--- src/rtl/blend_pkg.sv ---
package blend_pkg;

    // Encoding of the operation width / upper-half policy.
    typedef enum logic [1:0] {
        BL_KEEP128 = 2'd0,   // narrow, destination is the first operand, upper half kept
        BL_ZERO128 = 2'd1,   // narrow, two sources, upper half cleared
        BL_FULL256 = 2'd2,   // full width, all lanes blended
        BL_RSVD    = 2'd3    // unused encoding: pass destination through
    } blend_mode_e;

    // Per-lane source chosen by the controller.
    typedef enum logic [1:0] {
        LS_FIRST  = 2'd0,    // src_a lane
        LS_SECOND = 2'd1,    // src_b lane
        LS_HOLD   = 2'd2,    // prior destination lane
        LS_CLEAR  = 2'd3     // all zero
    } lane_src_e;

    localparam int unsigned DEF_LANE_W = 64;
    localparam int unsigned DEF_LANES  = 4;
    localparam int unsigned DEF_IMM_W  = 8;

endpackage

--- src/rtl/blend_lane_ctrl.sv ---
module blend_lane_ctrl
    import blend_pkg::*;
#(
    parameter int unsigned LANES = DEF_LANES
) (
    input  blend_mode_e      mode,
    input  logic [LANES-1:0] mask,
    output lane_src_e        sel [LANES]
);

    localparam int unsigned HALF = LANES / 2;

    for (genvar i = 0; i < LANES; i++) begin : g_lane
        localparam bit UPPER = (i >= HALF);

        always_comb begin
            sel[i] = LS_HOLD;
            unique case (mode)
                BL_KEEP128: begin
                    if (UPPER) begin
                        sel[i] = LS_HOLD;
                    end else begin
                        sel[i] = mask[i] ? LS_SECOND : LS_HOLD;
                    end
                end
                BL_ZERO128: begin
                    if (UPPER) begin
                        sel[i] = LS_CLEAR;
                    end else begin
                        sel[i] = mask[i] ? LS_SECOND : LS_FIRST;
                    end
                end
                BL_FULL256: begin
                    sel[i] = mask[i] ? LS_SECOND : LS_FIRST;
                end
                default: begin
                    sel[i] = LS_HOLD;
                end
            endcase
        end
    end

endmodule

--- src/rtl/blend_lane_mux.sv ---
module blend_lane_mux
    import blend_pkg::*;
#(
    parameter int unsigned LANE_W = DEF_LANE_W
) (
    input  lane_src_e         sel,
    input  logic [LANE_W-1:0] first_in,
    input  logic [LANE_W-1:0] second_in,
    input  logic [LANE_W-1:0] hold_in,
    output logic [LANE_W-1:0] lane_out
);

    always_comb begin
        unique case (sel)
            LS_FIRST:  lane_out = first_in;
            LS_SECOND: lane_out = second_in;
            LS_HOLD:   lane_out = hold_in;
            default:   lane_out = '0;
        endcase
    end

endmodule

--- src/rtl/lane_blend_unit.sv ---
module lane_blend_unit
    import blend_pkg::*;
#(
    parameter int unsigned LANE_W = DEF_LANE_W,
    parameter int unsigned LANES  = DEF_LANES,
    parameter int unsigned IMM_W  = DEF_IMM_W,
    localparam int unsigned DATA_W = LANE_W * LANES,
    localparam int unsigned HALF_W = DATA_W / 2
) (
    input  logic              clk,
    input  logic              rst,
    input  logic              in_valid,
    input  logic [1:0]        mode,
    input  logic [IMM_W-1:0]  imm,
    input  logic [DATA_W-1:0] src_a,
    input  logic [DATA_W-1:0] src_b,
    input  logic [DATA_W-1:0] dst_old,
    output logic              out_valid,
    output logic [DATA_W-1:0] out_data
);

    typedef struct packed {
        logic              vld;
        logic [DATA_W-1:0] data;
    } blend_state_t;

    blend_state_t      st_d, st_q;
    blend_mode_e       mode_e;
    lane_src_e         lane_sel [LANES];
    logic [DATA_W-1:0] blend_d;

    assign mode_e = blend_mode_e'(mode);

    // Mask bits above the lane count never reach the datapath.
    if (IMM_W > LANES) begin : g_imm_spare
        logic unused_imm_hi;
        assign unused_imm_hi = ^imm[IMM_W-1:LANES];
    end

    blend_lane_ctrl #(
        .LANES (LANES)
    ) u_ctrl (
        .mode (mode_e),
        .mask (imm[LANES-1:0]),
        .sel  (lane_sel)
    );

    for (genvar i = 0; i < LANES; i++) begin : g_mux
        blend_lane_mux #(
            .LANE_W (LANE_W)
        ) u_mux (
            .sel       (lane_sel[i]),
            .first_in  (src_a[i*LANE_W +: LANE_W]),
            .second_in (src_b[i*LANE_W +: LANE_W]),
            .hold_in   (dst_old[i*LANE_W +: LANE_W]),
            .lane_out  (blend_d[i*LANE_W +: LANE_W])
        );
    end

    // Next-state computation.
    always_comb begin
        st_d     = st_q;
        st_d.vld = in_valid;
        if (in_valid) begin
            st_d.data = blend_d;
        end
    end

    // State register.
    always_ff @(posedge clk) begin
        if (rst) begin
            st_q <= '0;
        end else begin
            st_q <= st_d;
        end
    end

    assign out_valid = st_q.vld;
    assign out_data  = st_q.data;

    // ------------------------------------------------------------------
    // Assertions
    // ------------------------------------------------------------------
    a_r7_valid_follows_strobe : assert property (
        @(posedge clk) disable iff (rst)
        in_valid |=> out_valid
    );

    a_r7_no_spurious_valid : assert property (
        @(posedge clk) disable iff (rst)
        !in_valid |=> !out_valid
    );

    a_r3_upper_cleared : assert property (
        @(posedge clk) disable iff (rst)
        (in_valid && mode == 2'd1) |=> (out_data[DATA_W-1:HALF_W] == '0)
    );

    a_r4_upper_kept : assert property (
        @(posedge clk) disable iff (rst)
        (in_valid && mode == 2'd0)
            |=> (out_data[DATA_W-1:HALF_W] == $past(dst_old[DATA_W-1:HALF_W]))
    );

    a_r9_unused_passes_dst : assert property (
        @(posedge clk) disable iff (rst)
        (in_valid && mode == 2'd3) |=> (out_data == $past(dst_old))
    );

    for (genvar i = 0; i < LANES; i++) begin : g_chk
        a_r2_lane_takes_second : assert property (
            @(posedge clk) disable iff (rst)
            (in_valid && mode == 2'd2 && imm[i])
                |=> (out_data[i*LANE_W +: LANE_W] == $past(src_b[i*LANE_W +: LANE_W]))
        );
        a_r1_lane_takes_first : assert property (
            @(posedge clk) disable iff (rst)
            (in_valid && mode == 2'd2 && !imm[i])
                |=> (out_data[i*LANE_W +: LANE_W] == $past(src_a[i*LANE_W +: LANE_W]))
        );
    end

endmodule

--- config.mk ---
export PLATFORM = sky130hd
export DESIGN_NAME = lane_blend_unit
export DESIGN_NICKNAME = d
export VERILOG_FILES = /design/src/rtl/blend_pkg.sv /design/src/rtl/blend_lane_ctrl.sv /design/src/rtl/blend_lane_mux.sv /design/src/rtl/lane_blend_unit.sv
export SDC_FILE = /design/constraint.sdc
export NUM_CORES = 1
export LEC_CHECK = 0
export ABC_AREA = 0
export BUFFER_PORTS_ARGS = -buffer_cell sky130_fd_sc_hd__buf_2
export CAP_MARGIN = 20
export CORE_AREA = 2 2 407 409
export DETAILED_ROUTE_END_ITERATION = 10
export DIE_AREA = 0 0 409 411
export REMOVE_ABC_BUFFERS = 1
export SYNTH_ARGS = -nofsm -noshare
export SYNTH_HDL_FRONTEND = slang
export SYNTH_HIERARCHICAL = 1
export SYNTH_SLANG_ARGS = --single-unit
--- constraint.sdc ---
create_clock -name clk -period 1.88 [get_ports clk]
set_input_delay 0.188 -clock clk [delete_from_list [all_inputs] [get_ports clk]]
set_output_delay 0.188 -clock clk [all_outputs]
set_load 0.02 [all_outputs]
# Word level (Yosys, flattened, before mapping)
# Cells that the tools add are included.
# totals
reg_bits	257
latchBits	0
mem_bits_rw	0
mem_bits_ro	0
inputBits	781
output_inout_bits	257
n_memories	0
# op_classes
add_sub_neg	0
multipliers	0
div_mod_pow	0
order_cmp	0
eq_ne	10
shift	0
n_mux	14
bitwise_logic	0
reduce_logical	6
# op_table
cell	n
$pmux 64 s3	4
$pmux 2 s2	4
$eq 2x1->1 const B	5
$eq 2x2->1 const B	5
$logic_not 2->1	5
$mux 1	4
$mux 2	2
$reduce_or 2->1	1

# Depth between registers and ports, before layout
# Gate-level depths: netlist (run 1).
# logic_depth
depth_word	5
depth_mapped	10

# By module
# Netlist (run 1), hierarchy kept.
# modules_own_cells
mod	n_inst	cells_each	area_per_inst_um2	seq_area_each_um2
lane_blend_unit	1	828	9223.8	5144.9
blend_lane_mux	4	150	1411.4	0.0
blend_lane_ctrl	1	20	132.6	0.0

# Least setup slack after synthesis (run 1)
# Ideal clock, no wire load.
# synth_timing
kind	input-to-reg
start	input mode[0]
end	register st_q, in the netlist out_data[10]
arrival_time_ns	1.658
required_ns	1.752
path_slack_ns	0.095
path_stages	10
n_path_buf	2
cell_sequence	inv_1 > ha_1 > nor2b_2 > a21oi_1 > buf_8 > buf_12 > mux2i_1 > o2bb2ai_1 > mux2i_1 > nor2_1
# synth_rtl
item	line	source
start, declared	lane_blend_unit.sv:13	input logic [1:0] mode,
end signal, assigned	lane_blend_unit.sv:74	st_q <= st_d;
end, declared	lane_blend_unit.sv:27	blend_state_t st_d, st_q;

==> results of run 1 <==
-- state kept, by name (all words and copies together) (netlist names) --
signal and cells:
out_data 256, out_valid 1
-- power breakdown --
group,internal [µW],leakage (µW),switching [µW]
sequential,5880,0.00212,250
clock,4460,0.000607,2970
combinational,2650,0.0106,3370
-- logic make-up after synthesis --
family                   synth area share, %
AO/OA/AOI/OAI                           15.1
adder cells (fa/ha/maj)                0.334
buffers and inverters                   9.27
flip-flops                              34.3
multiplexers                            34.2
AND/OR/NAND/NOR                         6.81
-- routing by layer --
metal	wire (µm)	part of all wire (%)	vias to the layer above	track usage [%]
li1	-	-	8108	-
met1	59600	40	8841	20.5
met2	64400	43	1336	26.0
met3	18700	12	473	8.13
met4	6900	4.6	66	5.90
met5	421	0.28	-	0
-- worst min-delay path by stage --
stage / startpoint / end / depth (start not counted) / slack [ps]
2_1_floorplan: rst / out_valid$_SDFF_PP0_ / 1 / 260
5_1_grt: src_b[34] / out_data[34]$_SDFFE_PP0P_ / 4 / 40
3_5_place_dp: out_data[69]$_SDFFE_PP0P_ / out_data[69]$_SDFFE_PP0P_ / 2 / 470
6_report: src_b[26] / out_data[26]$_SDFFE_PP0P_ / 4 / 40
3_3_place_gp: out_data[131]$_SDFFE_PP0P_ / out_data[131]$_SDFFE_PP0P_ / 2 / 470
4_1_cts: dst_old[127] / out_data[127]$_SDFFE_PP0P_ / 5 / 0.6
-- cells in the mapped netlist --
cell and count:
buf_4 4, nor2b_1 7, nor2b_2 1, buf_1 3, a21oi_1 4, mux2i_1 512
buf_12 26, buf_2 66, buf_8 28, dfxtp_1 257, nor2_1 258, o2bb2ai_1 256
inv_1 5, ha_1 4, clkbuf_1 16, o21bai_1 1
-- metrics by stage --
stage / setup WS [ps] / cells / hold WS, ps / area (µm²) / utilization (%)
after CTS: 38.7 / 5002 / 0.611 / 27000 / 16.5
after detailed placement: -386 / 4693 / 474 / 23300 / 14.2
after global routing: -15.9 / 5039 / 36.4 / 27100 / 16.5
after global placement: -381 / 4693 / 469 / 23300 / 14.2
final: 64.7 / 5079 / 44.0 / 27200 / 16.6
after floorplan: -7510 / 1305 / 260 / 13600 / -
-- timing repair --
action                                 in CTS  in global routing
endpoints found under the hold margin     199                  0
resized for setup                           0                  8
setup endpoints to repair                   0                 13
hold buffers                              248                  0
-- cell type report --
type | instances | area share (%)
sequential | 257 | 18.9
inverter | 5 | 0.115
antenna | 78 | 0.717
tap | 2189 | 10.1
clock buffer | 46 | 3.83
timing repair buffer | 1446 | 34.2
clock inverter | 15 | 0.754
multi-input combinational | 1043 | 31.4
-- worst min-delay path, stage by stage --
cell,delay (ps)
buf_2,120
o2bb2ai_1,120
mux2i_1,70
nor2_1,80
==> metrics.txt, run 1 <==
syn_area_per_cell ~10 µm²; top cell type's share of synthesized area 34.3%; period utilization 96.6%; Vias/cell approximately 3.7; worst clock skew 0 ps; Synth Register Bits approximately 260; WP data required roughly 2300 ps; CTS tree yes; instance count on the critical path 12; crit start category primary input; # port buffers between 1000 and 1500; Reg2Reg Setup Slack approximately 1200 ps; outcome complete, no violations; R2R Path Start out_data[0]$_SDFFE_PP0P_; Leakage around 0.013 µW; top cells by area, synth dfxtp_1, mux2i_1, o2bb2ai_1; initial DRC count around 1500; Final HPWL DP roughly 130000 µm; Worst Reg2Reg Path Length in Cells 2; post-layout power between 15000 and 20000 µW; final WL between 150000 and 200000 µm; clk sinks 257; cell taking the most area after synthesis dfxtp_1; max_slew headroom between 70% and 80%; via count ~19000; wire per inst between 20 and 30 µm; First-pass DRT Iterations 5; Reg clk slew, reported paths ~50 ps; Final Hold Fails 0; grt ovf 0; RD Place Congestion between 0.9 and 1; P&R area growth vs syn 81.4%; Boundary Pins slightly above 1000; Worst Setup Path Type in -> reg; Worst IR Drop VDD 0.497 mV; Netlist cell types 16; sequential-to-total area share from yosys stat about a third; Die Ht approximately 410 µm; first-pass GRT wire length between 150000 and 200000 µm; GRT Resource Usage Total ~17%; Post-CTS Setup Inserts 0; slowest CP cell dlygate4sd3_1; DRT antenna net count 0; Die Area 168000 µm²; Crit path buffers/inverters 5; total CTS buffers 36; crit path from mode[0]; die width about 400 µm; Worst R2R End out_data[0]$_SDFFE_PP0P_; worst slew pin tran approximately 420 ps; clock root buffer clkbuf_16; num rows ~150; area taken by multi-input logic gates roughly 8500 µm²; CP delay by family, top buffers and inverters; post-route minimum period 1820 ps; initial antenna violation count ~250; setup_tns 0 ps; crit path cell chain buf_2, buf_4, ha_1, a21oi_1, nor2b_4, buf_12, nor2b_4, buf_12, o2bb2ai_1, dlygate4sd3_1, mux2i_1, nor2_1; Mapped Cells 1448; Core Area between 150000 and 200000 µm²; CTS max path bufs 3; largest net degree at the start of global routing 67; CP Capture Point out_data[158]$_SDFFE_PP0P_; Fillers approximately 18000; Max Fclk 551 MHz; Starting Density under 10%; RSZ-0062 raised after global routing yes; Post-Syn Area 15000 µm²; DRC 0; most frequent cells in the layout buf_2, mux2i_1, dfxtp_1; pwr dens roughly 700 nW/µm²; max_cap viols 0; NumNets Final between 3000 and 4000; FF+latch area between 5000 and 6000 µm²; clock latency on the worst-skew pair 570 ps; endpoint type of the worst setup path register; worst path arrival time 2260 ps; commonest non-fill, non-tap cell in the layout buf_2; Hold WC Path Type in -> reg; H-tree depth 2; final setup vio count 0; fin. max-slew vios 0; Max stage delay on crit path approximately 560 ps; number of global-route vias before repair approximately 18000; Critical Path Fanout Max 21; Synth Warn # 6; share of cells above drive strength 1 between 40% and 50%
Power figures use the tool's default switching activity.
==> inputs of run 2 (changes only) <==
--- a/config.mk
+++ b/config.mk
@@ -11,7 +11,6 @@
 export CORE_AREA = 2 2 407 409
 export DETAILED_ROUTE_END_ITERATION = 10
 export DIE_AREA = 0 0 409 411
-export REMOVE_ABC_BUFFERS = 1
 export SYNTH_ARGS = -nofsm -noshare
 export SYNTH_HDL_FRONTEND = slang
 export SYNTH_HIERARCHICAL = 1
==> run 2 against run 1 <==
  * Count of clock-buffer cells in the layout grew 7
  * Fmax grew 0.65%
  * Core utilization is essentially flat
  * Via count shrank 1.7%
  * Largest cell class unchanged
==> metrics.txt, run 2 (synthesis results as in run 1) <==
outcome complete, no violations; CP delay by family, top buffers and inverters; largest net degree at the start of global routing 69 (+3.0%); worst slew pin tran 610 ps (+188 ps); Boundary Pins 1038 (unchanged); # port buffers 1033 (unchanged); Worst IR Drop VDD 0.545 mV (+9.7%); Die Area 168000 µm² (unchanged); period utilization 95.9% (-0.62 points); CTS tree yes; grt ovf 0 (unchanged); final WL 129000 µm (-14%); commonest non-fill, non-tap cell in the layout buf_2; Die Ht 411 µm (unchanged); instance count on the critical path 12 (unchanged); DRC 0 (unchanged); die width 409 µm (unchanged); GRT Resource Usage Total 14.3% (-2.6 points); total CTS buffers 35 (-2.8%); First-pass DRT Iterations 5 (unchanged); Fillers 18395 (-0.24%); max reg flops 256 (unchanged); P&R area growth vs syn 81.3% (about the same); DRT antenna net count 0 (unchanged); share of cells above drive strength 1 45.4% (+0.32 points); post-place setup slack -520 ps (-134 ps); Max stage delay on crit path 560 ps (about the same); Vias/cell 3.65 (-1.5%); Final HPWL DP 111000 µm (-16%); Syn Nets 2233; first-pass GRT wire length 163000 µm (-13%); Reg clk slew, reported paths 60 ps (about the same); wire per inst 25.4 µm (-14%); fin. max-slew vios 0 (unchanged); initial DRC count 1205 (-21%); Final Hold Fails 0 (unchanged); Reg2Reg Setup Slack 1220 ps (+60 ps); endpoint type of the worst setup path register; crit start category primary input; Starting Density 9.15% (unchanged); clock latency on the worst-skew pair 580 ps (about the same); NumNets Final 3575 (+0.028%); CP dominant cell by count buf_4; crit path cell chain buf_2, inv_1, ha_2, buf_4, inv_8, buf_16, nor2b_4, buf_4, o2bb2ai_1, dlygate4sd3_1, mux2i_1, nor2_1; pwr dens 703 nW/µm² (-2.4%); max_slew headroom 59.4% (-13 points); max_cap viols 0 (unchanged); Max Fclk 554 MHz (+0.65%); number of global-route vias before repair 17595 (-0.93%); Leakage 0.0134 µW (about the same); clk sinks 257 (unchanged); Crit path buffers/inverters 7 (+2); initial antenna violation count 203 (-18%); worst clock skew 0 ps (unchanged); Core Area 164000 µm² (unchanged); Worst Setup Path Type in -> reg; post-route minimum period 1800 ps (-11.7 ps); WP data required 2390 ps (+60 ps); Worst Reg2Reg Path Length in Cells 2 (unchanged); Hold WC Path Type in -> reg; final setup vio count 0 (unchanged); post-route cell area 27200 µm² (about the same); via count 18496 (-1.7%); num rows 149 (unchanged); Final WS setup 76.4 ps (+11.7 ps); Critical Path Fanout Max 20 (-4.8%); clock root buffer clkbuf_16; RSZ-0062 raised after global routing no; CTS max path bufs 3 (unchanged); slowest CP cell dlygate4sd3_1; RD Place Congestion 0.975 (+0.61%); worst path arrival time 2310 ps (+50 ps); Hold Crit Depth 4 (unchanged); H-tree depth 2 (unchanged); most frequent cells in the layout buf_2, mux2i_1, dfxtp_1; placed inst area 23200 µm² (-0.29%)
## run 2: final timing paths
| kind | start | to |
|---|---|---|
| worst max-delay path | mode[0] | out_data[198]$_SDFFE_PP0P_ |
| worst max register to register | out_data[110]$_SDFFE_PP0P_ | out_data[110]$_SDFFE_PP0P_ |
| worst min register to register | out_data[56]$_SDFFE_PP0P_ | out_data[56]$_SDFFE_PP0P_ |
| worst min-delay path | src_b[77] | out_data[77]$_SDFFE_PP0P_ |
## run 2: final cells by class
type	instances	area, µm²	area share [%]
clock buffers	53	1030	3.81
multi-input cells	1043	8570	31.5
diodes	68	170	0.626
inverters	5	26.3	0.0966
well taps	2189	2740	10.1
flip-flops and latches	257	5140	18.9
repair buffers	1448	9360	34.4
clock inverters	6	145	0.534
## run 2: tightest hold or removal path, stage by stage
cell and delay, ps:
buf_2 110, o2bb2ai_1 150, mux2i_1 80, nor2_1 70
## run 2: timing repair
item | CTS | global route
setup buffers | 0 | 19
setup endpoints to repair | 0 | 10
hold buffers | 236 | 0
hold endpoints to repair | 217 | 0
resized for setup | 0 | 11
## run 2: per-stage QoR
stage	power [µW]	setup TNS (ps)	std cells	hold slack (ps)	util [%]
2_1_floorplan	9020	0	1448	439	-
3_3_place_gp	11400	-42420	4684	472	14.2
3_5_place_dp	11500	-46340	4684	473	14.2
4_1_cts	19400	0	4979	0.281	16.3
5_1_grt	20000	0	5039	34.4	16.5
6_report	19100	0	5069	42.0	16.6
## run 2: where the power goes
part	leakage [µW]	total, µW	internal, µW	switching [µW]
clock	0.000574	7120	4330	2790
sequential	0.00212	6140	5890	250
combinational	0.0107	5860	2640	3210
total	0.0134	19100	12900	6250
## run 2: per-layer routing
layer  part of all wire (%)  vias up  track usage, %
met1                     36     8697            15.5
met2                     44     1154            21.8
met5                   0.67        -               0
met3                     15      405            9.55
met4                    4.3      134            6.13
li1                       -     8106               -
==> inputs of run 3 (changes only) <==
--- a/config.mk
+++ b/config.mk
@@ -11,6 +11,7 @@
 export CORE_AREA = 2 2 407 409
 export DETAILED_ROUTE_END_ITERATION = 10
 export DIE_AREA = 0 0 409 411
+export RECOVER_POWER = 25
 export SYNTH_ARGS = -nofsm -noshare
 export SYNTH_HDL_FRONTEND = slang
 export SYNTH_HIERARCHICAL = 1
==> run 3 against run 2 <==
  * Sequential share of layout area increased by 0.10 points
  * Via count barely moved
  * Design area decreased by 0.54%
  * Clock power hardly changed
  * Flip-flop and latch count stayed put
==> metrics.txt, run 3 (synthesis results as in run 1) <==
outcome complete, no violations; initial antenna violation count 203 (unchanged); Worst IR Drop VDD 0.543 mV (-0.37%); H-tree depth 2 (unchanged); power share of the clock group 37.3% (about the same); endpoint type of the worst setup path register; Int Pwr 12800 µW (-0.41%); Min-Delay Endpoint out_data[77]$_SDFFE_PP0P_; clock root buffer clkbuf_16; max reg flops 256 (unchanged); NumNets Final 3575 (unchanged); crit start category primary input; pwr dens 705 nW/µm² (+0.31%); largest net degree at the start of global routing 69 (unchanged); CTS max path bufs 3 (unchanged); fin. max-slew vios 0 (unchanged); share of cells above drive strength 1 41.2% (-4.2 points); worst slew pin tran 614 ps (+4.45 ps); First-pass DRT Iterations 5 (unchanged); RD Place Congestion 0.975 (unchanged); period utilization 95.1% (-0.80 points); wire per inst 25.4 µm (about the same); non-filler cells, final 5071 (+0.039%); P&R area growth vs syn 80.3%; final WL 129000 µm (about the same); Final HPWL DP 111000 µm (unchanged); clk sinks 257 (unchanged); switch share 32.9% (+0.13 points); num rows 149 (unchanged); Boundary Pins 1038 (unchanged); post-route minimum period 1790 ps (-15.1 ps); max_slew headroom 59.1% (-0.30 points); DRT antenna net count 0 (unchanged); Worst Min Path Start src_b[77]; DRC 0 (unchanged); Worst R2R End out_data[59]$_SDFFE_PP0P_; Reg2Reg Setup Slack 1220 ps (about the same); NetSw 6270 µW (+0.16%); first-pass GRT wire length 163000 µm (unchanged); GRT Resource Usage Total 14.3% (unchanged); R2R Path Start out_data[59]$_SDFFE_PP0P_; Syn Nets 2233 (unchanged); Reg clk slew, reported paths 60 ps (about the same); # port buffers 1033 (unchanged); CTS tree yes; worst path arrival time 2240 ps (-70 ps); Hold Crit Depth 4 (unchanged); Critical Path Fanout Max 12 (-40%); Starting Density 9.15% (unchanged); max_cap viols 0 (unchanged); die width 409 µm (unchanged); RSZ-0062 raised after global routing no; WP data required 2330 ps (-60 ps); Comb pwr share 30.4% (-0.3 points); Leakage 0.0129 µW (-3.5%); final setup vio count 0 (unchanged); Die Area 168000 µm² (unchanged); setup_tns 0 ps (unchanged); Max Fclk 559 MHz (+0.85%); most frequent cells in the layout buf_2, mux2i_1, dfxtp_1; Worst Reg2Reg Path Length in Cells 2 (unchanged); Vias/cell 3.65 (about the same); grt ovf 0 (unchanged); Core Area 164000 µm² (unchanged); worst clock skew 0 ps (unchanged); via count 18485 (-0.059%); Hold WC Path Type in -> reg; placed cells 4684 (unchanged); commonest non-fill, non-tap cell in the layout buf_2; clock latency on the worst-skew pair 570 ps (about the same); post-layout power 19100 µW (-0.23%); Worst Hold Slack 42.0 ps (+0.0868 ps); Worst Setup Path Type in -> reg; sequential fraction of design power 32.2% (about the same); initial DRC count 1174 (-2.6%); final cell utilization of the core 16.5% (-0.089 points); total CTS buffers 35 (unchanged); Die Ht 411 µm (unchanged); number of global-route vias before repair 17595 (unchanged); Final Hold Fails 0 (unchanged)
[run 3: metal layers]
metal	vias up	GRT usage, %	part of all wire (%)
li1	8108	-	-
met1	8738	15.5	36
met2	1112	21.8	44
met3	393	9.55	15
met4	134	6.13	4.2
met5	-	0	0.66
[run 3: critical path, stage by stage]
cell and delay (ps):
buf_2 110, buf_4 130, ha_2 180, buf_4 150, inv_8 90, buf_16 170
nor2b_4 70, buf_12 140, buf_4 150, o2bb2ai_1 110, dlygate4sd3_1 550, mux2i_1 130
nor2_1 50
[run 3: worst max path at each step]
stage               startpoint                    endpoint  slack (ps)  depth (start not counted)
global placement       mode[0]   out_data[19]$_SDFFE_PP0P_        -500                         11
CTS                    mode[1]  out_data[198]$_SDFFE_PP0P_          90                         12
finish                 mode[1]  out_data[217]$_SDFFE_PP0P_          90                         13
detailed placement     mode[0]   out_data[37]$_SDFFE_PP0P_        -520                         11
floorplan              mode[0]   out_data[10]$_SDFFE_PP0P_          90                         10
global route           mode[0]  out_data[198]$_SDFFE_PP0P_          10                         11
[run 3: final cells by class]
| cell class | count | area [µm²] |
|---|---|---|
| diodes | 70 | 175 |
| well taps | 2189 | 2740 |
| inverters | 5 | 26.3 |
| multi-input cells | 1043 | 8570 |
| repair buffers | 1448 | 9210 |
| clock inverters | 6 | 145 |
| flip-flops and latches | 257 | 5140 |
| fillers | 18458 | 137000 |
| clock buffers | 53 | 1030 |
[run 3: stage by stage]
stage,instance area [µm²],setup slack [ps]
2_1_floorplan,15000,94.6
3_3_place_gp,23200,-499
3_5_place_dp,23200,-520
4_1_cts,26700,87.3
5_1_grt,27000,11.0
6_report,27000,91.5
[run 3: timing repair]
| item | in CTS | in global routing |
|---|---|---|
| hold buffers | 236 | 0 |
| setup endpoints to repair | 0 | 10 |
| hold endpoints to repair | 217 | 0 |
| buffers inserted | 0 | 19 |
| gates resized for setup | 0 | 11 |
[run 3: power by group through the flow]
stage	Combinational, µW	Clock (µW)	Sequential (µW)
final	5810	7120	6140
after global routing	6200	7540	6180
after floorplan	2300	0	6730
after detailed placement	5270	0	6240
after global placement	5210	0	6220
after CTS	5820	7410	6130
